File: src/rtl/i2c_guard_pkg.sv
package i2c_guard_pkg;

  typedef enum logic [1:0] {
    PH_IDLE = 2'd0,
    PH_ADDR = 2'd1,
    PH_DATA = 2'd2,
    PH_ACK  = 2'd3
  } xfer_phase_e;

  localparam int FLAG_BUS  = 0;
  localparam int FLAG_ARB  = 1;
  localparam int NUM_FLAGS = 2;

  // Arbitration applies only where this device itself drives SDA.
  function automatic logic arb_window(input logic master, input logic tx,
                                      input xfer_phase_e ph);
    logic open;
    open = 1'b0;
    unique case ({master, tx})
      2'b11: open = (ph == PH_ADDR) || (ph == PH_DATA); // master sends
      2'b10: open = (ph == PH_ADDR) || (ph == PH_ACK);  // master receives
      2'b01: open = (ph == PH_DATA);                    // slave sends
      2'b00: open = (ph == PH_ACK);                     // slave receives
      default: open = 1'b0;
    endcase
    return open;
  endfunction

endpackage

File: src/rtl/i2c_line_sync.sv
module i2c_line_sync #(
  parameter int               STAGES  = 2,
  parameter int               WIDTH   = 2,
  parameter logic [WIDTH-1:0] RST_VAL = '1
) (
  input  logic             clk,
  input  logic             rst_n,
  input  logic [WIDTH-1:0] d,
  output logic [WIDTH-1:0] q,
  output logic [WIDTH-1:0] q_prev
);
  // Each line gets a chain one flop longer than the synchronizer so the
  // previous synchronized sample is available for edge detection.
  for (genvar b = 0; b < WIDTH; b++) begin : g_line
    logic [STAGES:0] chain;
    always_ff @(posedge clk or negedge rst_n) begin
      if (!rst_n) chain <= {(STAGES+1){RST_VAL[b]}};
      else        chain <= {chain[STAGES-1:0], d[b]};
    end
    assign q[b]      = chain[STAGES-1];
    assign q_prev[b] = chain[STAGES];
  end
endmodule

File: src/rtl/i2c_cond_detect.sv
module i2c_cond_detect (
  input  logic scl_now,
  input  logic scl_prev,
  input  logic sda_now,
  input  logic sda_prev,
  input  logic xfer_active,
  output logic scl_rise,
  output logic fault_det
);
  logic scl_held_high;
  logic stray_start;
  logic stray_stop;

  assign scl_rise      = scl_now & ~scl_prev;
  assign scl_held_high = scl_now & scl_prev;
  assign stray_start   = scl_held_high & sda_prev & ~sda_now;
  assign stray_stop    = scl_held_high & ~sda_prev & sda_now;
  assign fault_det     = xfer_active & (stray_start | stray_stop);
endmodule

File: src/rtl/i2c_arb_check.sv
module i2c_arb_check
  import i2c_guard_pkg::*;
#(
  parameter int DELAY = 2
) (
  input  logic        clk,
  input  logic        rst_n,
  input  logic        scl_rise,
  input  logic        sda_now,
  input  logic        pull_raw,
  input  logic        master,
  input  logic        tx,
  input  xfer_phase_e phase,
  output logic        loss_det,
  output logic        yield_q
);
  // Delay the own-drive signal by the synchronizer depth so it lines up
  // with the sampled SDA level.
  logic [DELAY-1:0] pull_dly;
  always_ff @(posedge clk or negedge rst_n) begin
    if (!rst_n) pull_dly <= '0;
    else        pull_dly <= {pull_dly[DELAY-2:0], pull_raw};
  end

  logic pull_aligned;
  assign pull_aligned = pull_dly[DELAY-1];

  assign loss_det = scl_rise & arb_window(master, tx, phase)
                  & ~pull_aligned & ~sda_now;

  always_ff @(posedge clk or negedge rst_n) begin
    if (!rst_n) yield_q <= 1'b0;
    else        yield_q <= loss_det;
  end


  yield_single_chk: assert property (@(posedge clk) disable iff (!rst_n)
    yield_q |=> !yield_q);
endmodule

File: src/rtl/i2c_err_flags.sv
module i2c_err_flags #(
  parameter int N = 2
) (
  input  logic         clk,
  input  logic         rst_n,
  input  logic [N-1:0] set,
  input  logic [N-1:0] clr,
  output logic [N-1:0] flags
);
  for (genvar i = 0; i < N; i++) begin : g_flag
    logic f;
    always_ff @(posedge clk or negedge rst_n) begin
      if (!rst_n) f <= 1'b0;
      else        f <= set[i] | (f & ~clr[i]);
    end
    assign flags[i] = f;


    set_beats_clear_chk: assert property (@(posedge clk) disable iff (!rst_n)
      set[i] |=> flags[i]);

    flag_sticky_chk: assert property (@(posedge clk) disable iff (!rst_n)
      (flags[i] && !clr[i]) |=> flags[i]);
  end
endmodule

File: src/rtl/i2c_bus_fault_mon.sv
module i2c_bus_fault_mon
  import i2c_guard_pkg::*;
#(
  parameter int SYNC_STAGES = 2
) (
  input  logic       clk,
  input  logic       rst_n,
  input  logic       scl_i,
  input  logic       sda_i,
  input  logic       sda_pull_i,
  input  logic       master_i,
  input  logic       tx_i,
  input  logic [1:0] phase_i,
  input  logic       clr_bus_i,
  input  logic       clr_arb_i,
  input  logic       err_ie_i,
  output logic       bus_fault_o,
  output logic       arb_lost_o,
  output logic       irq_o,
  output logic       yield_o
);
  localparam int LINES = 2;
  localparam int L_SCL = 1;
  localparam int L_SDA = 0;

  xfer_phase_e phase;
  assign phase = xfer_phase_e'(phase_i);

  logic [LINES-1:0] line_now, line_prev;

  i2c_line_sync #(.STAGES(SYNC_STAGES), .WIDTH(LINES), .RST_VAL('1)) u_sync (
    .clk    (clk),
    .rst_n  (rst_n),
    .d      ({scl_i, sda_i}),
    .q      (line_now),
    .q_prev (line_prev)
  );

  logic scl_rise, fault_det;

  i2c_cond_detect u_cond (
    .scl_now     (line_now[L_SCL]),
    .scl_prev    (line_prev[L_SCL]),
    .sda_now     (line_now[L_SDA]),
    .sda_prev    (line_prev[L_SDA]),
    .xfer_active (phase != PH_IDLE),
    .scl_rise    (scl_rise),
    .fault_det   (fault_det)
  );

  logic loss_det;

  i2c_arb_check #(.DELAY(SYNC_STAGES)) u_arb (
    .clk      (clk),
    .rst_n    (rst_n),
    .scl_rise (scl_rise),
    .sda_now  (line_now[L_SDA]),
    .pull_raw (sda_pull_i),
    .master   (master_i),
    .tx       (tx_i),
    .phase    (phase),
    .loss_det (loss_det),
    .yield_q  (yield_o)
  );

  logic [NUM_FLAGS-1:0] set_v, clr_v, flag_v;
  always_comb begin
    set_v = '0;
    clr_v = '0;
    set_v[FLAG_BUS] = fault_det;
    set_v[FLAG_ARB] = loss_det;
    clr_v[FLAG_BUS] = clr_bus_i;
    clr_v[FLAG_ARB] = clr_arb_i;
  end

  i2c_err_flags #(.N(NUM_FLAGS)) u_flags (
    .clk   (clk),
    .rst_n (rst_n),
    .set   (set_v),
    .clr   (clr_v),
    .flags (flag_v)
  );

  assign bus_fault_o = flag_v[FLAG_BUS];
  assign arb_lost_o  = flag_v[FLAG_ARB];
  assign irq_o       = err_ie_i & (|flag_v);


  yield_with_flag_chk: assert property (@(posedge clk) disable iff (!rst_n)
    yield_o |-> arb_lost_o);

  fault_needs_active_chk: assert property (@(posedge clk) disable iff (!rst_n)
    $rose(bus_fault_o) |-> ($past(phase_i) != 2'd0));
endmodule

File: config.mk
export PLATFORM = sky130hd
export DESIGN_NAME = i2c_bus_fault_mon
export DESIGN_NICKNAME = d
export VERILOG_FILES = /design/src/rtl/i2c_guard_pkg.sv /design/src/rtl/i2c_line_sync.sv /design/src/rtl/i2c_cond_detect.sv /design/src/rtl/i2c_arb_check.sv /design/src/rtl/i2c_err_flags.sv /design/src/rtl/i2c_bus_fault_mon.sv
export SDC_FILE = /design/constraint.sdc
export NUM_CORES = 1
export LEC_CHECK = 0
export ABC_AREA = 1
export ABC_CLOCK_PERIOD_IN_PS = 1000
export BUFFER_PORTS_ARGS = -buffer_cell sky130_fd_sc_hd__buf_2
export CAP_MARGIN = 40
export CORE_AREA = 2 2 39 41
export DETAILED_ROUTE_END_ITERATION = 8
export DIE_AREA = 0 0 41 43
export HOLD_SLACK_MARGIN = 0.03
export PLACE_DENSITY = 0.63
export SYNTH_ARGS = -nofsm -noshare
export SYNTH_HDL_FRONTEND = slang
export SYNTH_SLANG_ARGS = --single-unit
File: constraint.sdc
create_clock -name clk -period 1 [get_ports clk]
set_input_delay 0.05 -clock clk [delete_from_list [all_inputs] [get_ports clk]]
set_output_delay 0.05 -clock clk [all_outputs]
set_load 0.05 [all_outputs]
==> metrics.md <==
| Metric | Value |
|---|---|
| Net load switching power | 0.2199 mW |
| Post-Syn Area | 401.6 um2 |
| Vias per cell | 4.104 |
| Fillcell total | 133 |
| GR Overflow Total | 0 |
| NumNets Final | 74 |
| Mapped Nets | between 40 and 50 |
| Met1 GRT Util | 8.054% |
| Clk buf depth | 2 |
| Drt first pass iters | 2 |
| Die width | 41 um |
| 1st-iter DRT viols | 3 |
| Total number of vias | approximately 320 |
| Worst Setup Start Kind | register |
| Req. time, crit path | 0.95 ns |
| Most common cell after layout, fill and taps aside | buf_2 |
| Sequential-to-total area share from yosys stat | 70.40% |
| Unrepaired setup endpoints after global routing | yes |
| Final critical-path share of the clock period | 107.3% |
| Min-delay worst type | in2reg |
| Global-route wire length before repair | 1207 um |
| Register Area | 285.3 um2 |
| Power share of the sequential group | 54.3% |
| Root Buffer | clkbuf_4 |
| MaxCap Viol Count | 0 |
| Mean Syn Cell Area | 11.16 um2 |
| Violated checks | setup timing |
| Post-Layout Cell Count | a little under 80 |
| Final hold violation count | 0 |
| GRT Util Overall | 10.99% |
| Most frequent cells in the layout | buf_2 (13), nand2_1 (8), inv_1 (7) |
| Status | complete, but fails checks |
| Core ar. | between 1000 and 1500 um2 |
| CP Max Fanout | 2 |
| Num rows | 14 |
| Area growth syn-to-layout | 48.91% |
| Clk pin slew, worst setup/hold paths | around 0.070 ns |
| DRC | 0 |
| Pleak | 0.3151 nW |
| GR peak layer | met2 |
| Area of the multi-input gates | 93.84 um2 |
| Largest net degree at the start of global routing | 12 |
| Initial Util | 29.02% |
| Switching Fraction | 24.49% |
| Clk_skew | around 0.0025 ns |
| Max Clk Rate | 932.1 MHz |
| Peak supply drop | about 0.86 mV |
| N_diodes | 0 |
| Setup Viol. Count Final | 1 |
| Inserted Clock Buffers | 3 |
| Setup ws final | -0.07285 ns |
| CTS sink cnt | 11 |
| Syn. warnings | 0 |
| Placed cells | 67 |
| Initial antenna violation count | 0 |
| Critical Path AT | about 1 ns |
| Worst setup path category | reg2out |
| Count of cell types in the netlist | 13 |
| Die Span Y | between 40 and 50 um |
| Internal Power | 0.6781 mW |
| Tmin final | between 1 and 1.5 ns |
| Pre-CTS setup slack | 0.07301 ns |
| PwrDens | 1501 nW/um2 |
| Die ar. | 1763 um2 |
| Worst-Margin Slew | 0.2491 ns |
| GR Util met2 | 18.75% |
| Layout Utilization | a little over two fifths |
| H-tree levels | 1 |
| Clock power frac | 32.5% |
| Post-DRT Antenna Nets | 0 |
| IO Port Bufs | 15 |
| DR WL/cell | 8.675 um |
| Yosys reg bits | 11 |
| Mapped Cells | 36 |
| Vias in the first global route | 330 |
| # IOs | 16 |
| Setup crit end kind | primary output |
| Met3 Usage GRT | 7.853% |
| CTS tree | done |
| Worst skew pair latency | ~0.26 ns |
| Final Power | 0.8980 mW |
| Comb power frac | 13.2% |
| Share of cells above drive strength 1 | 52.46% |
| Max Transition Viols Final | 0 |
| Slew margin rel. | 83.51% |
| Placer Congestion | 0.5687 |
| DRT Wirelength | 668 um |
| Post-detail-place hpwl | a little over 500 um |
power groups by stage:
stage / combinational [mW] / sequential (mW) / clock, mW
after global routing: 0.132 / 0.492 / 0.337
final: 0.118 / 0.488 / 0.292
after global placement: 0.0950 / 0.495 / 0
after CTS: 0.120 / 0.489 / 0.311
after floorplan: 0.0354 / 0.513 / 0
after detailed placement: 0.0980 / 0.497 / 0
path summary, 6_finish.rpt:
check                                               start                        end  cells after the start  slack, ns
worst max-delay path                  u_flags.g_flag[1].f                      irq_o                      2      -0.07
worst min-delay path                            clr_arb_i        u_flags.g_flag[1].f                      4       0.04
worst max register to register  u_sync.g_line[1].chain[1]        u_flags.g_flag[1].f                      4       0.09
worst min register to register  u_sync.g_line[0].chain[0]  u_sync.g_line[0].chain[1]                      0       0.36
max in group asynchronous                           rst_n  u_sync.g_line[1].chain[2]                      2       0.56
min in group asynchronous                           rst_n          u_arb.pull_dly[0]                      2       0.18
cell usage after synthesis:
| cell | count | share of area, % |
|---|---|---|
| dfrtp_1 | 5 | 31 |
| dfstp_2 | 6 | 39 |
| inv_1 | 7 | 6.5 |
| nand2_1 | 8 | 7.5 |
| nand2_2 | 1 | 1.6 |
| nand3_1 | 1 | 1.2 |
| nand3_2 | 1 | 2.5 |
| nor2_1 | 2 | 1.9 |
| nor2_2 | 1 | 1.6 |
| o21a_1 | 1 | 1.9 |
| o21ai_0 | 1 | 1.2 |
| or2_0 | 1 | 1.6 |
| xor2_1 | 1 | 2.2 |
routing by layer:
metal | up-vias | wire, um
li1 | 155 | -
met1 | 145 | 227
met2 | 14 | 371
met3 | 2 | 57
met4 | 0 | 11
met5 | - | 0
flip-flops by register name, indices dropped and copies added (netlist names):
signal	flops
u_flags.g_flag.f	2
u_sync.g_line.chain	6
u_arb.yield_q	1
u_arb.pull_dly	2
kinds of logic (layout without fill, tap and decap cells):
group           after synthesis  count (layout)  share of synthesized area [%]
buf+inv                       7              32                          6.543
simple gates                 15              15                          17.76
compound gates                2               2                          3.115
xor+xnor                      1               1                          2.181
flops                        11              11                          70.40
critical path, cell delays in order, from the launching register on:
cell and delay, ns:
dfrtp_2 0.40, o21a_2 0.21, buf_6 0.15
timing repair:
action,CTS,global route
hold buffers,5,0
endpoints found under the hold margin,15,0
gates resized for setup,4,0
pin swaps,0,1
setup buffers,1,0
setup endpoints to repair,1,4
stage by stage:
step	hold WS (ns)	instance area, um2	TNS (ns)
floorplan	-0.2456	405.4	0
global placement	-0.07867	500.5	0
detailed placement	-0.07217	500.5	0
CTS	0.03502	598.1	-0.08700
global route	0.06823	598.1	-0.1563
finish	0.03710	598.1	-0.07285
final cells by class:
class / count / share of cell area, %
multi-input combinational: 18 / 15.69
timing repair buffer: 21 / 24.27
tap: 16 / 3.347
sequential: 11 / 47.70
inverter: 7 / 4.393
clock buffer: 3 / 3.766
clock inverter: 1 / 0.8368
(Power assumes the default switching activity.)
